===== src/rtl/coef_commit_pkg.sv =====
package coef_commit_pkg;
  // slot index width; SLOTS must not exceed 2**SLOT_IDX_W
  localparam int SLOT_IDX_W = 3;

  typedef struct packed {
    logic                  go;      // a commit window step is active
    logic                  toSlew;  // destination: 1 target memory, 0 parameter memory
    logic [SLOT_IDX_W-1:0] slot;    // slot handled in this step
  } commit_strobe_t;
endpackage


===== src/rtl/coef_commit_ctrl.sv =====
module coef_commit_ctrl
  import coef_commit_pkg::*;
#(
  parameter int FRAME_LEN = 2560,
  parameter int SLOTS     = 5,
  parameter int PC_W      = 12
) (
  input  logic            clk,
  input  logic            rstN,
  input  logic [PC_W-1:0] progCounter,
  input  logic            trigParam,
  input  logic            trigSlew,
  output commit_strobe_t  strobe,
  output logic            pendParam,
  output logic            pendSlew
);
  localparam logic [PC_W-1:0] WIN_FIRST = PC_W'(FRAME_LEN - SLOTS);
  localparam logic [PC_W-1:0] WIN_LAST  = PC_W'(FRAME_LEN - 1);

  logic atFirst, atLast, inWin;
  logic actValid, actSlew;
  logic curValid, curSlew;

  always_comb begin
    atFirst  = (progCounter == WIN_FIRST);
    atLast   = (progCounter == WIN_LAST);
    inWin    = (progCounter >= WIN_FIRST) && (progCounter <= WIN_LAST);
    // destination is chosen when the window opens; param has priority
    curValid = atFirst ? (pendParam | pendSlew) : (inWin & actValid);
    curSlew  = atFirst ? ~pendParam : actSlew;
    strobe.go     = curValid;
    strobe.toSlew = curSlew;
    strobe.slot   = SLOT_IDX_W'(progCounter - WIN_FIRST);
  end

  always_ff @(posedge clk or negedge rstN) begin
    if (!rstN) begin
      actValid <= 1'b0;
      actSlew  <= 1'b0;
    end else if (atLast) begin
      actValid <= 1'b0;
    end else if (atFirst) begin
      actValid <= pendParam | pendSlew;
      actSlew  <= ~pendParam;
    end
  end

  logic doneParam, doneSlew;
  assign doneParam = atLast & curValid & ~curSlew;
  assign doneSlew  = atLast & curValid & curSlew;

  // a new trigger wins over the end-of-window clear
  always_ff @(posedge clk or negedge rstN) begin
    if (!rstN) begin
      pendParam <= 1'b0;
      pendSlew  <= 1'b0;
    end else begin
      pendParam <= trigParam | (pendParam & ~doneParam);
      pendSlew  <= trigSlew  | (pendSlew  & ~doneSlew);
    end
  end
endmodule


===== src/rtl/coef_commit_dp.sv =====
module coef_commit_dp
  import coef_commit_pkg::*;
#(
  parameter int SLOTS  = 5,
  parameter int DATA_W = 28,
  parameter int ADDR_W = 10
) (
  input  logic                  clk,
  input  logic                  rstN,
  input  logic                  stageWrEn,
  input  logic                  stageIsAddr,
  input  logic [SLOT_IDX_W-1:0] stageSlot,
  input  logic [DATA_W-1:0]     stageVal,
  input  commit_strobe_t        strobe,
  output logic                  paramWe,
  output logic                  slewWe,
  output logic [ADDR_W-1:0]     memAddr,
  output logic [DATA_W-1:0]     memData
);
  logic [DATA_W-1:0] slotData [SLOTS];
  logic [ADDR_W-1:0] slotAddr [SLOTS];
  logic [SLOTS-1:0]  slotDirty;

  for (genvar i = 0; i < SLOTS; i++) begin : g_slot
    logic              wrHit, commitHit;
    logic [DATA_W-1:0] dataQ;
    logic [ADDR_W-1:0] addrQ;
    logic              dirtyQ;

    assign wrHit     = stageWrEn && (stageSlot == SLOT_IDX_W'(i));
    assign commitHit = strobe.go && (strobe.slot == SLOT_IDX_W'(i));

    always_ff @(posedge clk or negedge rstN) begin
      if (!rstN) begin
        dataQ <= '0;
        addrQ <= '0;
      end else if (wrHit) begin
        if (stageIsAddr) addrQ <= stageVal[ADDR_W-1:0];
        else             dataQ <= stageVal;
      end
    end

    // a fresh data write keeps the slot marked even in its commit step
    always_ff @(posedge clk or negedge rstN) begin
      if (!rstN)                     dirtyQ <= 1'b0;
      else if (wrHit && !stageIsAddr) dirtyQ <= 1'b1;
      else if (commitHit)            dirtyQ <= 1'b0;
    end

    assign slotData[i]  = dataQ;
    assign slotAddr[i]  = addrQ;
    assign slotDirty[i] = dirtyQ;
  end

  logic fire;
  assign fire = strobe.go && slotDirty[strobe.slot];

  always_ff @(posedge clk or negedge rstN) begin
    if (!rstN) begin
      paramWe <= 1'b0;
      slewWe  <= 1'b0;
      memAddr <= '0;
      memData <= '0;
    end else begin
      paramWe <= fire & ~strobe.toSlew;
      slewWe  <= fire &  strobe.toSlew;
      if (fire) begin
        memAddr <= slotAddr[strobe.slot];
        memData <= slotData[strobe.slot];
      end
    end
  end
endmodule


===== src/rtl/coef_commit_unit.sv =====
module coef_commit_unit
  import coef_commit_pkg::*;
#(
  parameter int FRAME_LEN = 2560,
  parameter int SLOTS     = 5,
  parameter int PC_W      = 12,
  parameter int DATA_W    = 28,
  parameter int ADDR_W    = 10
) (
  input  logic                  clk,
  input  logic                  rstN,
  input  logic [PC_W-1:0]       progCounter,
  input  logic                  stageWrEn,
  input  logic                  stageIsAddr,
  input  logic [SLOT_IDX_W-1:0] stageSlot,
  input  logic [DATA_W-1:0]     stageVal,
  input  logic                  trigParam,
  input  logic                  trigSlew,
  output logic                  paramWe,
  output logic                  slewWe,
  output logic [ADDR_W-1:0]     memAddr,
  output logic [DATA_W-1:0]     memData,
  output logic                  pendParam,
  output logic                  pendSlew
);
  commit_strobe_t strobe;

  coef_commit_ctrl #(
    .FRAME_LEN(FRAME_LEN), .SLOTS(SLOTS), .PC_W(PC_W)
  ) u_ctrl (
    .clk(clk), .rstN(rstN), .progCounter(progCounter),
    .trigParam(trigParam), .trigSlew(trigSlew),
    .strobe(strobe), .pendParam(pendParam), .pendSlew(pendSlew)
  );

  coef_commit_dp #(
    .SLOTS(SLOTS), .DATA_W(DATA_W), .ADDR_W(ADDR_W)
  ) u_dp (
    .clk(clk), .rstN(rstN),
    .stageWrEn(stageWrEn), .stageIsAddr(stageIsAddr),
    .stageSlot(stageSlot), .stageVal(stageVal),
    .strobe(strobe),
    .paramWe(paramWe), .slewWe(slewWe),
    .memAddr(memAddr), .memData(memData)
  );
endmodule


===== config.mk =====
export PLATFORM = sky130hd
export DESIGN_NAME = coef_commit_unit
export DESIGN_NICKNAME = d
export VERILOG_FILES = /design/src/rtl/coef_commit_pkg.sv /design/src/rtl/coef_commit_ctrl.sv /design/src/rtl/coef_commit_dp.sv /design/src/rtl/coef_commit_unit.sv
export SDC_FILE = /design/constraint.sdc
export NUM_CORES = 1
export LEC_CHECK = 0
export CAP_MARGIN = 10
export CELL_PAD_IN_SITES_DETAIL_PLACEMENT = 1
export CELL_PAD_IN_SITES_GLOBAL_PLACEMENT = 2
export CORE_MARGIN = 1.5
export CORE_UTILIZATION = 35
export CTS_BUF_LIST = sky130_fd_sc_hd__clkbuf_4 sky130_fd_sc_hd__clkbuf_8 sky130_fd_sc_hd__clkbuf_16
export CTS_CLUSTER_SIZE = 8
export DETAILED_ROUTE_END_ITERATION = 16
export GPL_ROUTABILITY_DRIVEN = 0
export PLACE_DENSITY = 0.79
export SETUP_SLACK_MARGIN = 0.15
export SYNTH_ARGS = -nofsm -noshare
export SYNTH_HDL_FRONTEND = slang
export SYNTH_SLANG_ARGS = --single-unit

===== constraint.sdc =====
create_clock -name clk -period 2.5 [get_ports clk]
set_clock_uncertainty 0.2 [all_clocks]
set_input_delay 0.5 -clock clk [delete_from_list [all_inputs] [get_ports clk]]
set_output_delay 0.5 -clock clk [all_outputs]
set_load 0.02 [all_outputs]

== After elaboration in Yosys (flattened, before gate mapping) ==
Index checks and enable logic that the tools add are counted.

* Register bits: 239
* Output and inout port bits: 42
* Input port bits: 49
* Logic and storage cells: 113

* Bitwise gates (word level): 17
* Equal/unequal tests: 10
* Mux-type cells: 22
* Add/sub/neg operators: 1
* $lt $le $gt $ge: 4
* Reductions and logical operators: 36

{| class="wikitable"
|+ Operators with widths
! operator !! count
|-
| 28-bit binary-select mux with 3-bit select || 1
|-
| 28-bit 2-to-1 mux || 2
|-
| 10-bit binary-select mux with 3-bit select || 1
|-
| 12-bit == test, second input constant || 2
|-
| 10-bit 2-to-1 mux || 2
|-
| 2-bit AND reduction || 10
|-
| 1-bit logical AND || 17
|-
| 1-bit 2-to-1 mux || 15
|-
| 3-bit by 2-bit == test with 1-bit output, second input constant || 4
|-
| 12-bit greater-or-equal comparator, second input constant || 1
|-
| 12-bit <= comparator, second input constant || 1
|-
| 2-bit nonzero test || 6
|-
| 1-bit bitwise AND || 8
|-
| 3-bit by 1-bit == test with 1-bit output, second input constant || 2
|-
| 3-bit == test, second input constant || 2
|-
| 3-bit zero test || 2
|-
| 1-bit inverter || 5
|-
| 4-bit greater-or-equal comparator, second input constant || 1
|-
| 3-bit by 4-bit < comparator with 1-bit output, second input constant || 1
|-
| 3-bit inverter with 4-bit output || 1
|-
| 1-bit binary-select mux with 3-bit select || 1
|-
| 1-bit OR || 3
|-
| 3-bit by 2-bit subtractor with 3-bit output, second input constant || 1
|-
| 1-bit zero test || 1
|}

== Longest topological paths before layout ==
Gate-level depths: netlist of run 1.

* Depth in word-level cells: 9
* Depth in mapped cells: 9
* Depth with buffers taken out: 6

== Cells and area by module ==
From an unflattened synthesis of run 1, not the netlist that was laid out.

* Cells, all modules: 775
* Area, all modules: 10556.4 µm²

{| class="wikitable"
|+ By module, submodules not included
! module !! cells an instance !! seq. area each (µm²) !! instances !! area an instance (µm²)
|-
| coef_commit_dp || 747 || 5880.6 || 1 || 10268.6
|-
| coef_commit_ctrl || 28 || 100.1 || 1 || 287.8
|}

== Least setup slack after synthesis of run 1 ==
No wires, ideal clock.

* Kind: input to register
* Start point: input port progCounter[0]
* End point: register u_dp.memAddr[9]
* Required time: 2.175 ns
* Buffers on the path: 3
* Cell stages on the path: 8
* Arrival: 2.479 ns
* Library setup time: 0.125 ns
* Path slack: -0.304 ns
* Cell sequence: clkbuf_2 -> inv_1 -> ha_1 -> buf_1 -> clkbuf_1 -> mux4_2 -> a22o_1 -> mux2_4

* Longest elaborated chain between the ends: 5
* Elaborated cells between the ends (all ways): 14
* Those cells by class: add/sub (1); order compare (2); eq/ne (1); mux (6); bitwise (2); reduce/logical (2)

{| class="wikitable"
|+ Ends and longest elaborated chain
! item !! RTL line !! text
|-
| from (decl) || coef_commit_unit.sv:12 || <nowiki>input logic [PC_W-1:0] progCounter,</nowiki>
|-
| 12-bit greater-or-equal comparator (tied with other cells) || coef_commit_ctrl.sv:27 || <nowiki>inWin = (progCounter >= WIN_FIRST) && (progCounter <= WIN_LAST);</nowiki>
|-
| 1-bit logical AND / 3-bit inverter with 4-bit output (equally long branches) || coef_commit_ctrl.sv:27, coef_commit_dp.sv:68 ||
|-
| 1-bit bitwise AND / 10-bit binary-select mux with 3-bit select (equally long branches) || coef_commit_ctrl.sv:29, coef_commit_dp.sv:68 ||
|-
| 1-bit 2-to-1 mux / 10-bit 2-to-1 mux (equally long branches) || coef_commit_ctrl.sv:29, coef_commit_dp.sv:68 ||
|-
| 1-bit logical AND / 10-bit 2-to-1 mux (equally long branches) || coef_commit_dp.sv:56, coef_commit_dp.sv:68 ||
|-
| to (signal assigned) || coef_commit_dp.sv:68 || <nowiki>memAddr <= slotAddr[strobe.slot];</nowiki>
|-
| to (decl) || coef_commit_dp.sv:17 || <nowiki>output logic [ADDR_W-1:0] memAddr,</nowiki>
|}

Parallel ways exist; a longest one is shown, timed or not. The select of a mux whose other input is x is not followed.
A chain may end at the register's enable or synchronous reset.

== Final worst setup path of run 1 ==
* Start point: input port progCounter[1]
* End point: register u_dp.memData[19]

* Longest elaborated chain between the ends: 5
* Elaborated cells between the ends (all ways): 14
* Those cells by class: add/sub (1); order compare (2); eq/ne (1); mux (6); bitwise (2); reduce/logical (2)

{| class="wikitable"
|+ Ends and longest elaborated chain
! item !! RTL line !! text
|-
| 12-bit greater-or-equal comparator (tied with other cells) || coef_commit_ctrl.sv:27 ||
|-
| 1-bit logical AND / 3-bit inverter with 4-bit output (equally long branches) || coef_commit_ctrl.sv:27, coef_commit_dp.sv:69 ||
|-
| 1-bit bitwise AND / 28-bit binary-select mux with 3-bit select (equally long branches) || coef_commit_ctrl.sv:29, coef_commit_dp.sv:69 ||
|-
| 1-bit 2-to-1 mux / 28-bit 2-to-1 mux (equally long branches) || coef_commit_ctrl.sv:29, coef_commit_dp.sv:69 ||
|-
| 1-bit logical AND / 28-bit 2-to-1 mux (equally long branches) || coef_commit_dp.sv:56, coef_commit_dp.sv:69 ||
|-
| to (signal assigned) || coef_commit_dp.sv:69 || <nowiki>memData <= slotData[strobe.slot];</nowiki>
|-
| to (decl) || coef_commit_dp.sv:18 || <nowiki>output logic [DATA_W-1:0] memData</nowiki>
|}

Parallel ways exist; a longest one is shown, timed or not. The select of a mux whose other input is x is not followed.

==> results of run 1 <==
-- logic make-up (layout without fill, tap and decap cells) --
logic type | count (synthesis) | count (layout) | share of synthesized area, %
other cells | 0 | 2 | 0
fa+ha+maj | 5 | 5 | 0.592
xor+xnor | 1 | 1 | 0.154
flops | 239 | 239 | 56.6
buf+inv | 53 | 183 | 2.35
mux | 270 | 270 | 34.3
compound gates | 46 | 46 | 3.70
simple gates | 42 | 42 | 2.28
-- power groups by stage --
stage,registers [mW],clock network (mW),logic [mW]
4_1_cts,4.99,4.23,1.70
3_5_place_dp,5.04,0,1.68
5_1_grt,5.09,4.38,1.80
3_3_place_gp,4.95,0,1.58
6_report,5.00,4.10,1.67
2_1_floorplan,4.89,0,1.21
-- critical path: cells and delay by family --
| family | cells | cell delay [ns] |
|---|---|---|
| multiplexers | 3 | 0.87 |
| AND/OR/NAND/NOR | 1 | 0.22 |
| adder cells (fa/ha/maj) | 1 | 0.28 |
| buffers and inverters | 3 | 0.59 |
-- synthesized netlist by cell type (all sizes together), types with 4 or more instances --
library cell / number
a21o: 4
mux2: 230
nand2: 5
ha: 5
nand4: 5
inv: 5
a22o: 40
mux4: 39
buf: 26
dfrtp: 239
nor2: 8
clkbuf: 22
nand3: 6
-- worst paths after layout --
| kind | from | end | slack [ns] | depth (start not counted) |
|---|---|---|---|---|
| max | progCounter[1] | u_dp.memData[19] | 0.22 | 8 |
| min in group asynchronous | rstN | u_dp.g_slot[4].addrQ[5] | 0.36 | 2 |
| min reg2reg | u_dp.g_slot[3].dirtyQ | u_dp.g_slot[3].dirtyQ | 0.28 | 1 |
| max reg2reg | u_dp.g_slot[2].dirtyQ | u_dp.memData[19] | 0.24 | 5 |
| min | u_dp.g_slot[3].dirtyQ | u_dp.g_slot[3].dirtyQ | 0.28 | 1 |
| max in group asynchronous | rstN | u_dp.g_slot[1].dataQ[25] | 1.02 | 3 |
-- metrics by stage --
step           power [mW]  setup slack, ns  hold WS, ns
6_report             10.8            0.219        0.276
2_1_floorplan        6.10        -0.000907      0.00441
4_1_cts              10.9            0.206        0.282
5_1_grt              11.3            0.187        0.293
3_5_place_dp         6.72           -0.528        0.271
3_3_place_gp         6.53           -0.473        0.260
-- layer usage --
layer / vias up / share of wire [%] / GRT usage, %
li1: 2681 / - / -
met1: 3316 / 41 / 21.5
met2: 112 / 54 / 31.0
met3: 39 / 3.8 / 3.03
met4: 0 / 1.5 / 5.40
met5: - / 0 / 0
-- flip-flops by register name (all words and copies together) (netlist names) --
register	cells
u_ctrl.actValid	1
u_ctrl.actSlew	1
u_ctrl.pendSlew	1
u_dp.g_slot.dataQ	140
u_dp.slewWe	1
u_dp.g_slot.addrQ	50
u_ctrl.pendParam	1
u_dp.memData	28
u_dp.paramWe	1
u_dp.memAddr	10
u_dp.g_slot.dirtyQ	5
-- cell usage in the layout, fill, tap and decap left out, types with 2 or more instances in the layout --
| cell type | n |
|---|---|
| sky130_fd_sc_hd__nand3_1 | 5 |
| sky130_fd_sc_hd__nand2_2 | 2 |
| sky130_fd_sc_hd__buf_4 | 32 |
| sky130_fd_sc_hd__nor2_1 | 7 |
| sky130_fd_sc_hd__nand4_1 | 5 |
| sky130_fd_sc_hd__mux2_2 | 191 |
| sky130_fd_sc_hd__inv_1 | 3 |
| sky130_fd_sc_hd__nor2b_1 | 2 |
| sky130_fd_sc_hd__clkbuf_16 | 36 |
| sky130_fd_sc_hd__nand2_1 | 3 |
| sky130_fd_sc_hd__clkdlybuf4s50_1 | 87 |
| sky130_fd_sc_hd__nand2b_1 | 3 |
| sky130_fd_sc_hd__nor4_2 | 2 |
| sky130_fd_sc_hd__mux4_2 | 39 |
| sky130_fd_sc_hd__buf_12 | 16 |
| sky130_fd_sc_hd__a22o_1 | 40 |
| sky130_fd_sc_hd__nor3b_1 | 2 |
| sky130_fd_sc_hd__dfrtp_1 | 239 |
| sky130_fd_sc_hd__ha_1 | 3 |
| sky130_fd_sc_hd__diode_2 | 2 |
| sky130_fd_sc_hd__a21o_1 | 4 |
| sky130_fd_sc_hd__mux2_4 | 39 |
-- area by class of cell --
cell class	count	share of cell area, %
inverter	5	0.160
tap	390	3.66
clock buffer	37	6.82
clock inverter	2	0.188
multi-input combinational	364	33.0
sequential	239	44.9
antenna	2	0.0376
timing repair buffer	139	11.2
-- repair_timing --
action,CTS,global route
hold buffers,1,0
hold endpoints to repair,62,0
setup endpoints to repair,39,0
gates resized for setup,4,0
==> summary.txt, run 1 <==
Drt
  • Number of antenna-violating nets in the routed design: 0
  • Via count: 6148
  • Iter 0 DRT Violations: 281
  • Number of optimization iterations in the first detailed-route pass: 4
  • Average wire length per cell after detail routing: 22.3 um
  • Vias/cell: around 5.2
  • Final routed wirelength across all metal layers: ~26000 um
  • DRC errors left: 0

Yosys
  • Post-synthesis sequential area ratio: 56.6%
  • Synth Flop Type: sky130_fd_sc_hd__dfrtp_1
  • Fraction of registers with async set or reset after synthesis: 100%
  • Post-Syn Area per Cell: 16.1 um^2
  • Yosys synthesis warning count: 0
  • Post-Syn Nets: between 700 and 800
  • Area share of the largest cell type after synthesis: 56.6%
  • Number of enable-type register cells in the synthesized netlist: 0
  • Count of state elements after synthesis: 239
  • Cell types with the largest area share after synthesis: sky130_fd_sc_hd__dfrtp_1 57%, sky130_fd_sc_hd__mux2_2 20%, sky130_fd_sc_hd__mux4_2 8.3%
  • Number of instances in the synthesized netlist: around 660
  • Post-synthesis cell type with the largest combined area: sky130_fd_sc_hd__dfrtp_1
  • Syn Std Cell Area: roughly 11000 um^2
  • Count of different cell masters after synthesis: 33

Timing
  • Setup TNS after final layout: 0 ns
  • Post-route minimum period: 2.28 ns
  • Unrepaired setup endpoints after global routing: false
  • Transition time at the pin with the least slew margin: 0.550 ns
  • Max Fclk: 438 MHz
  • Endpoints failing hold: 0
  • Number of max-slew violations in the final report: 0
  • Setup-failing EPs final: 0
  • Portion of the clock cycle consumed by the worst path in the final layout: ~90%
  • Max-Slew Margin vs Limit: between 60 and 70%

GRT
  • Antenna violations before repair: 2
  • Largest net degree at the start of global routing: 68
  • Remaining global-route overflow: 0
  • Number of global-route vias before repair: 7089
  • Wire length of the first global-routing pass: between 40000 and 50000 um
  • Global-route usage over all layers: between 10% and 20%

Die
  • Number of ports placed on the die boundary: 91
  • Die boundary width: 177 um
  • Die ar.: 31200 um^2
  • Cell row count: 63
  • DIE HEIGHT: ~180 um
  • Area of the placeable core: just under 30000 um^2
  • Initial core utilization: a little over a third

Run status
  • Run status: finished, final reports clean

Finish
  • Area of combinational cells with multiple inputs: 4400 um^2
  • Net total in the final layout: 838
  • Share of cells above drive strength 1: 47.2%
  • Final design utilization: 44.9%
  • Count of filler cells inserted in the layout: 2922
  • Sequential Area: between 5000 and 6000 um^2
  • Layout area overhead: 26.2%
  • Non-filler instance count after layout: approximately 1200
  • Final Cell Area: roughly 13000 um^2

Setup path
  • Worst-path fanout max: 11
  • Type of the setup path with the least slack: input pin to flip-flop
  • Ordered cell list for the critical path: dlygate4sd2_1 > inv_2 > ha_4 > mux4_2 > mux2_4 > and3_4 > bufbuf_16 > mux2_4
  • Endpoint kind of the worst setup timing path: flip-flop
  • CP arrival: between 2 and 2.5 ns
  • Data required time of the worst path: around 2.7 ns
  • CP Launch Type: input pin
  • CP peak stage delay: 0.30 ns
  • Dominant cell type by count on the critical path: sky130_fd_sc_hd__mux2_4
  • Critical-path top delay cell: sky130_fd_sc_hd__mux4_2

Clocking
  • TritonCTS buffer count: 35
  • Max H-tree Level: 2
  • Post-CTS setup buffers: 0
  • Max clock buf depth: 3
  • CTS sink cnt: roughly 240
  • Insertion delay of the later-clocked pin in the worst-skew pair: a little under 0.5 ns
  • CTS clock-pin slew for the worst setup and hold paths: about 0.050 ns
  • Clk root buf: sky130_fd_sc_hd__clkbuf_16
  • CTS tree: built

Placed design
  • Half-perimeter wire length after placement: between 15000 and 20000 um
  • Placed instance count: roughly 1100
  • Number of port buffers: 90
  • Placed cell area: 12300 um^2

Power and ir drop
  • Internal power: just over 8 mW
  • Share of total power consumed by net switching: 23.7%
  • Share of total power in combinational logic: roughly 16%
  • Clk network pwr share: 38.1%
  • Part of the power in registers: between 40 and 50%
  • Worst IR drop on VDD: 0.396 mV
  • Standby leakage power: just under 6 nW
  • Cell Pwr Density: 808 nW/um^2
  • Switching power total: around 2.6 mW

Run
  • Max-cap violations: 0

Min path
  • Path category of the worst min-delay check: flip-flop to flip-flop
No activity file was read; power rests on OpenSTA's default activity.
==> run 2, diff against run 1 <==
--- a/config.mk
+++ b/config.mk
@@ -8,6 +8,7 @@
 export CAP_MARGIN = 10
 export CELL_PAD_IN_SITES_DETAIL_PLACEMENT = 1
 export CELL_PAD_IN_SITES_GLOBAL_PLACEMENT = 2
+export CORE_ASPECT_RATIO = 2
 export CORE_MARGIN = 1.5
 export CORE_UTILIZATION = 35
 export CTS_BUF_LIST = sky130_fd_sc_hd__clkbuf_4 sky130_fd_sc_hd__clkbuf_8 sky130_fd_sc_hd__clkbuf_16
@@ -15,7 +16,7 @@
 export DETAILED_ROUTE_END_ITERATION = 16
 export GPL_ROUTABILITY_DRIVEN = 0
 export PLACE_DENSITY = 0.79
-export SETUP_SLACK_MARGIN = 0.15
+export SETUP_SLACK_MARGIN = 0.5
 export SYNTH_ARGS = -nofsm -noshare
 export SYNTH_HDL_FRONTEND = slang
 export SYNTH_SLANG_ARGS = --single-unit
==> summary.txt, run 2 (synthesized netlist as in run 1, its figures left out) <==
Die
  • Cell row count: 89 (+41%)
  • Number of ports placed on the die boundary: 91 (unchanged)
  • DIE HEIGHT: 249 um (+41%)
  • Initial core utilization: 35.6% (about the same)
  • Area of the placeable core: 29600 um^2 (about the same)
  • Die boundary width: 126 um (-29%)
  • Die ar.: 31300 um^2 (+0.20%)

Setup path
  • Data required time of the worst path: 2.67 ns (about the same)
  • Depth of the most critical reg-to-reg path: 6 (+1)
  • CP Launch Type: flip-flop
  • Type of the setup path with the least slack: flip-flop to flip-flop
  • Start of the worst register-to-register path: u_dp.g_slot[2].dirtyQ
  • Worst-path fanout max: 6 (-5)
  • Endpoint kind of the worst setup timing path: flip-flop
  • Setup slack of the worst register-to-register path: 0.26 ns (+0.02 ns)
  • CP arrival: 2.41 ns (-0.05 ns)
  • Worst r2r dst: u_dp.memAddr[2]

Placed design
  • Pre-CTS setup slack: -0.512 ns (+0.0160 ns)
  • Placed instance count: 1119 (-1.4%)
  • Placed cell area: 12400 um^2 (+0.59%)
  • Number of port buffers: 90 (unchanged)
  • Half-perimeter wire length after placement: 18700 um (+8.5%)

Drt
  • Iter 0 DRT Violations: 212 (-25%)
  • Average wire length per cell after detail routing: 25.2 um (+13%)
  • Number of optimization iterations in the first detailed-route pass: 12 (+8)
  • Number of antenna-violating nets in the routed design: 0 (unchanged)
  • Final routed wirelength across all metal layers: 29400 um (+12%)
  • Via count: 6336 (+3.1%)
  • DRC errors left: 1 (+1)
  • Vias/cell: 5.42 (+3.9%)

Min path
  • Path category of the worst min-delay check: flip-flop to flip-flop
  • Worst Hold Endpoint: u_dp.g_slot[3].dirtyQ
  • Worst Hold Launch: u_dp.g_slot[3].dirtyQ
  • Count of cells along the worst hold path: 1 (unchanged)

Timing
  • Portion of the clock cycle consumed by the worst path in the final layout: 89.5% (-1.7 points)
  • Transition time at the pin with the least slew margin: 0.668 ns (+0.118 ns)
  • Unrepaired setup endpoints after global routing: true
  • Endpoints failing hold: 0 (unchanged)
  • Max-Slew Margin vs Limit: 55.5% (-7.9 points)
  • Max Fclk: 447 MHz (+1.9%)
  • Post-route minimum period: 2.24 ns (-0.0436 ns)
  • Number of max-slew violations in the final report: 0 (unchanged)
  • Worst setup margin: 0.262 ns (+0.0436 ns)
  • Setup-failing EPs final: 0 (unchanged)
  • Tightest hold margin: 0.283 ns (+0.00698 ns)

Finish
  • Biggest registers after layout: u_dp.g_slot.dataQ: 140 flops, u_dp.g_slot.addrQ: 50 flops, u_dp.memData: 28 flops
  • Max FFs per register: 140 (unchanged)
  • Layout area overhead: 28.0%
  • Register name with the most flops: u_dp.g_slot.dataQ
  • Most frequent cells in the layout: 239 x sky130_fd_sc_hd__dfrtp_1, 191 x sky130_fd_sc_hd__mux2_2, 43 x sky130_fd_sc_hd__buf_4
  • Share of cells above drive strength 1: 49.5% (+2.3 points)
  • Final Cell Area: 13500 um^2 (+1.4%)
  • Final design utilization: 45.6% (+0.66 points)
  • Non-filler instance count after layout: 1168 (-0.85%)
  • Leading cell type in the layout, fill and taps excluded: sky130_fd_sc_hd__dfrtp_1
  • Net total in the final layout: 858 (+2.4%)
  • # diodes: 0 (-2)

Clocking
  • Max clock buf depth: 3 (unchanged)
  • Insertion delay of the later-clocked pin in the worst-skew pair: 0.50 ns (about the same)
  • Clk root buf: sky130_fd_sc_hd__clkbuf_16
  • Max H-tree Level: 2 (unchanged)
  • TritonCTS buffer count: 35 (unchanged)
  • CTS sink cnt: 239 (unchanged)
  • CTS clock-pin slew for the worst setup and hold paths: 0.05 ns (about the same)
  • CTS tree: built

Run
  • Max-cap violations: 0 (unchanged)

GRT
  • Largest net degree at the start of global routing: 82 (+21%)
  • Wire length of the first global-routing pass: 46400 um (+12%)
  • Number of global-route vias before repair: 7670 (+8.2%)
  • Global-route usage over all layers: 19.5% (+2.1 points)
  • Antenna violations before repair: 0 (-2)
  • Remaining global-route overflow: 0 (unchanged)

Power and ir drop
  • Standby leakage power: 6.10 nW (+5.7%)
  • Cell Pwr Density: 799 nW/um^2 (-1.1%)
  • Worst IR drop on VDD: 0.423 mV (+7.0%)

Run status
  • Run status: complete, but fails checks
  • Violations in the final reports: DRC
run 2: cell count changes in the layout (fill, tap and decap cells not counted), sizes merged:
cell           delta
clkbuf            -1
diode             -2
clkinv            -1
clkdlybuf4s15     +7
clkdlybuf4s50    -47
dlygate4sd2      +36
buf              +20
dlymetal6s2s      +4
run 2: worst max path at each step:
stage	start	end	slack [ns]	depth (start not counted)
after floorplan	progCounter[0]	u_dp.memAddr[0]	-0.0009	9
after global placement	progCounter[1]	u_dp.memData[10]	-0.52	8
after detailed placement	progCounter[1]	u_dp.memData[15]	-0.51	8
after CTS	u_dp.g_slot[2].dirtyQ	u_dp.memAddr[1]	0.24	6
after global routing	u_dp.g_slot[2].dirtyQ	u_dp.memData[1]	0.22	6
final	u_dp.g_slot[2].dirtyQ	u_dp.memAddr[2]	0.26	6
run 2: final cells by class:
type / instances / area [um^2]
Clock buffer: 36 / 883
Clock inverter: 1 / 8.76
Fill cell: 2863 / 16100
Inverter: 5 / 21.3
Multi-Input combinational cell: 364 / 4440
Sequential cell: 239 / 5980
Tap cell: 364 / 455
Timing Repair Buffer: 159 / 1720
run 2: repair_timing:
action | in CTS | in global routing
gates cloned | 5 | 0
gates resized for setup | 61 | 13
setup buffers | 3 | 3
hold buffers | 1 | 0
endpoints found under the hold margin | 74 | 0
pin swaps | 2 | 0
setup endpoints to repair | 94 | 70
run 2: power breakdown:
| group | switching, mW | internal, mW |
|---|---|---|
| Clock | 1.60 | 2.47 |
| Combinational | 0.642 | 1.08 |
| Sequential | 0.402 | 4.61 |
| Total | 2.64 | 8.15 |
run 2: through the flow:
step                      total power [mW]  TNS [ns]
after detailed placement              6.78    -19.44
after floorplan                       6.10   -0.0272
final                                 10.8         0
after global placement                6.57    -20.13
after global routing                  11.3         0
after CTS                             10.9         0
run 2: metal layers:
layer | up-vias | global-route usage (%) | share of wire [%]
met3 | 73 | 2.19 | 3.0
met5 | - | 0 | 0
met2 | 134 | 38.1 | 58
li1 | 2698 | - | -
met4 | 0 | 9.66 | 4.8
met1 | 3431 | 20.2 | 34
run 2: critical path: stages, from the launching register on:
cell and delay (ns):
sky130_fd_sc_hd__dfrtp_1 0.39, sky130_fd_sc_hd__mux4_2 0.46, sky130_fd_sc_hd__mux2_4 0.27, sky130_fd_sc_hd__and3_4 0.22, sky130_fd_sc_hd__buf_6 0.14, sky130_fd_sc_hd__buf_16 0.14
sky130_fd_sc_hd__mux2_4 0.29
==> run 3, diff against run 2 <==
--- a/config.mk
+++ b/config.mk
@@ -10,12 +10,12 @@
 export CELL_PAD_IN_SITES_GLOBAL_PLACEMENT = 2
 export CORE_ASPECT_RATIO = 2
 export CORE_MARGIN = 1.5
-export CORE_UTILIZATION = 35
+export CORE_UTILIZATION = 23
 export CTS_BUF_LIST = sky130_fd_sc_hd__clkbuf_4 sky130_fd_sc_hd__clkbuf_8 sky130_fd_sc_hd__clkbuf_16
 export CTS_CLUSTER_SIZE = 8
 export DETAILED_ROUTE_END_ITERATION = 16
 export GPL_ROUTABILITY_DRIVEN = 0
-export PLACE_DENSITY = 0.79
+export PLACE_DENSITY = 0.6
 export SETUP_SLACK_MARGIN = 0.5
 export SYNTH_ARGS = -nofsm -noshare
 export SYNTH_HDL_FRONTEND = slang
==> summary.txt, run 3 (synthesized netlist as in run 1, its figures left out) <==
Finish
  • Area of combinational cells with multiple inputs: 4450 um^2 (+0.23%)
  • Share of cells above drive strength 1: 50.0% (+0.50 points)
  • Most frequent cells in the layout: 239 x sky130_fd_sc_hd__dfrtp_1, 191 x sky130_fd_sc_hd__mux2_2, 42 x sky130_fd_sc_hd__buf_4
  • Leading cell type in the layout, fill and taps excluded: sky130_fd_sc_hd__dfrtp_1
  • Register name with the most flops: u_dp.g_slot.dataQ
  • Count of filler cells inserted in the layout: 4657 (+63%)
  • Non-filler instance count after layout: 1368 (+17%)
  • # diodes: 0 (unchanged)
  • Max FFs per register: 140 (unchanged)
  • Sequential Area: 5980 um^2 (unchanged)
  • Biggest registers after layout: u_dp.g_slot.dataQ: 140 flops, u_dp.g_slot.addrQ: 50 flops, u_dp.memData: 28 flops
  • Layout area overhead: 31.4%
  • Net total in the final layout: 860 (+0.23%)

Timing
  • Setup-failing EPs final: 0 (unchanged)
  • Max-Slew Margin vs Limit: 61.0% (+5.6 points)
  • Max Fclk: 445 MHz (-0.37%)
  • Setup TNS after final layout: 0 ns (unchanged)
  • Post-route minimum period: 2.25 ns (+0.00841 ns)
  • Number of max-slew violations in the final report: 0 (unchanged)
  • Transition time at the pin with the least slew margin: 0.584 ns (-0.0836 ns)
  • Endpoints failing hold: 0 (unchanged)
  • Worst setup margin: 0.254 ns (-0.00841 ns)
  • Portion of the clock cycle consumed by the worst path in the final layout: 89.9% (+0.34 points)
  • Unrepaired setup endpoints after global routing: true

Drt
  • Iter 0 DRT Violations: 144 (-32%)
  • Final routed wirelength across all metal layers: 29400 um (about the same)
  • DRC errors left: 0 (-1)
  • Number of optimization iterations in the first detailed-route pass: 4 (-8)
  • Average wire length per cell after detail routing: 21.5 um (-15%)
  • Vias/cell: 4.57 (-16%)
  • Number of antenna-violating nets in the routed design: 0 (unchanged)
  • Via count: 6258 (-1.2%)

Clocking
  • CTS clock-pin slew for the worst setup and hold paths: 0.05 ns (about the same)
  • Clk root buf: sky130_fd_sc_hd__clkbuf_16
  • Max clock buf depth: 3 (unchanged)
  • TritonCTS buffer count: 35 (unchanged)
  • Insertion delay of the later-clocked pin in the worst-skew pair: 0.51 ns (about the same)
  • CTS tree: built
  • Max H-tree Level: 2 (unchanged)
  • CTS sink cnt: 239 (unchanged)

Setup path
  • Endpoint kind of the worst setup timing path: flip-flop
  • Launch point of the worst path: u_dp.g_slot[2].dirtyQ
  • Start of the worst register-to-register path: u_dp.g_slot[2].dirtyQ
  • Worst-path fanout max: 7 (+1)
  • CP peak stage delay: 0.48 ns (+0.02 ns)
  • End point of the critical path: u_dp.memAddr[9]
  • CP arrival: 2.42 ns (about the same)
  • Critical-path top delay cell: sky130_fd_sc_hd__mux4_2
  • Ordered cell list for the critical path: mux4_2 > mux2_4 > and3_4 > buf_12 > buf_16 > mux2_4
  • Depth of the most critical reg-to-reg path: 6 (unchanged)
  • Type of the setup path with the least slack: flip-flop to flip-flop
  • Data required time of the worst path: 2.68 ns (about the same)
  • Dominant cell type by count on the critical path: sky130_fd_sc_hd__mux2_4
  • Setup slack of the worst register-to-register path: 0.25 ns (about the same)
  • CP Launch Type: flip-flop
  • Worst r2r dst: u_dp.memAddr[9]

Die
  • Die ar.: 47300 um^2 (+51%)
  • DIE HEIGHT: 306 um (+23%)
  • Area of the placeable core: 45100 um^2 (+52%)
  • Die boundary width: 155 um (+23%)
  • Cell row count: 110 (+24%)
  • Initial core utilization: 23.4% (-12 points)
  • Number of ports placed on the die boundary: 91 (unchanged)

GRT
  • Remaining global-route overflow: 0 (unchanged)
  • Number of global-route vias before repair: 7224 (-5.8%)
  • Wire length of the first global-routing pass: 45200 um (-2.6%)
  • Largest net degree at the start of global routing: 67 (-18%)
  • Global-route usage over all layers: 12.7% (-6.8 points)
  • Antenna violations before repair: 0 (unchanged)

Power and ir drop
  • Cell Pwr Density: 782 nW/um^2 (-2.1%)
  • Worst IR drop on VDD: 0.394 mV (-7.0%)
  • Standby leakage power: 6.15 nW (+0.81%)

Run status
  • Run status: finished, final reports clean

Min path
  • Path category of the worst min-delay check: flip-flop to flip-flop

Placed design
  • Placed instance count: 1318 (+18%)
  • Pre-CTS setup slack: -0.528 ns (-0.0166 ns)
  • Number of port buffers: 90 (unchanged)
  • Half-perimeter wire length after placement: 19000 um (+1.7%)

Run
  • Max-cap violations: 0 (unchanged)
run 3: cell types whose count changed in the layout (fill, tap and decap cells not counted), sizes merged:
cell / before / now
clkbuf: 36 / 39
buf: 69 / 71
bufbuf: 1 / 0
clkinv: 0 / 1
clkdlybuf4s15: 7 / 6
run 3: final cells by class:
class                   instances  share of cell area [%]
multi-input cells             364                    32.1
clock buffers                  37                    6.55
well taps                     560                    5.05
clock inverters                 2                   0.180
inverters                       5                   0.153
repair buffers                161                    12.9
flip-flops and latches        239                    43.1
run 3: critical path, delay by kind of cell, from the launching register on:
kind | cells | cell delay (ns)
buffers and inverters | 2 | 0.31
flip-flops | 1 | 0.40
multiplexers | 3 | 1.05
AND/OR/NAND/NOR | 1 | 0.17
run 3: through the flow:
step           cell area [um^2]  total power, mW  util [%]  hold WS, ns
3_3_place_gp              12700             6.65      28.2        0.254
3_5_place_dp              12700             6.75      28.2        0.266
6_report                  13900             10.9      30.7        0.271
5_1_grt                   13900             11.4      30.7        0.300
4_1_cts                   13800             11.1      30.6        0.278
2_1_floorplan             10700             6.10         -      0.00441
run 3: metal layers:
| layer | vias up | share of wire [%] | GRT usage [%] |
|---|---|---|---|
| met5 | - | 0 | 0 |
| met4 | 0 | 3.4 | 5.32 |
| met3 | 56 | 3.0 | 1.78 |
| met2 | 108 | 57 | 24.8 |
| met1 | 3353 | 37 | 13.3 |
| li1 | 2741 | - | - |
run 3: report_power, final:
part           switching (mW)  internal, mW  leakage [nW]
Clock                    1.65          2.55         0.460
Combinational           0.607          1.09          2.71
Sequential              0.356          4.61          2.98
Total                    2.61          8.25          6.15
run 3: how the worst min path moves through the flow:
stage	startpoint	endpoint	cells after the start	slack (ns)
after floorplan	rstN	u_ctrl.actSlew	0	0.004
after global placement	u_dp.g_slot[3].dirtyQ	u_dp.g_slot[3].dirtyQ	1	0.25
after detailed placement	u_dp.g_slot[3].dirtyQ	u_dp.g_slot[3].dirtyQ	1	0.27
after CTS	u_dp.g_slot[3].dirtyQ	u_dp.g_slot[3].dirtyQ	1	0.28
after global routing	u_dp.g_slot[3].dirtyQ	u_dp.g_slot[3].dirtyQ	1	0.30
final	u_dp.g_slot[3].dirtyQ	u_dp.g_slot[3].dirtyQ	1	0.27
run 3: what timing repair did:
item                                    4_1_cts  5_1_grt
pin swaps                                     1        1
gates cloned                                  4        1
gates resized for setup                      67       10
hold buffers                                  1        0
buffers inserted                              2        3
endpoints found under the setup margin      108      138
endpoints found under the hold margin        60        0
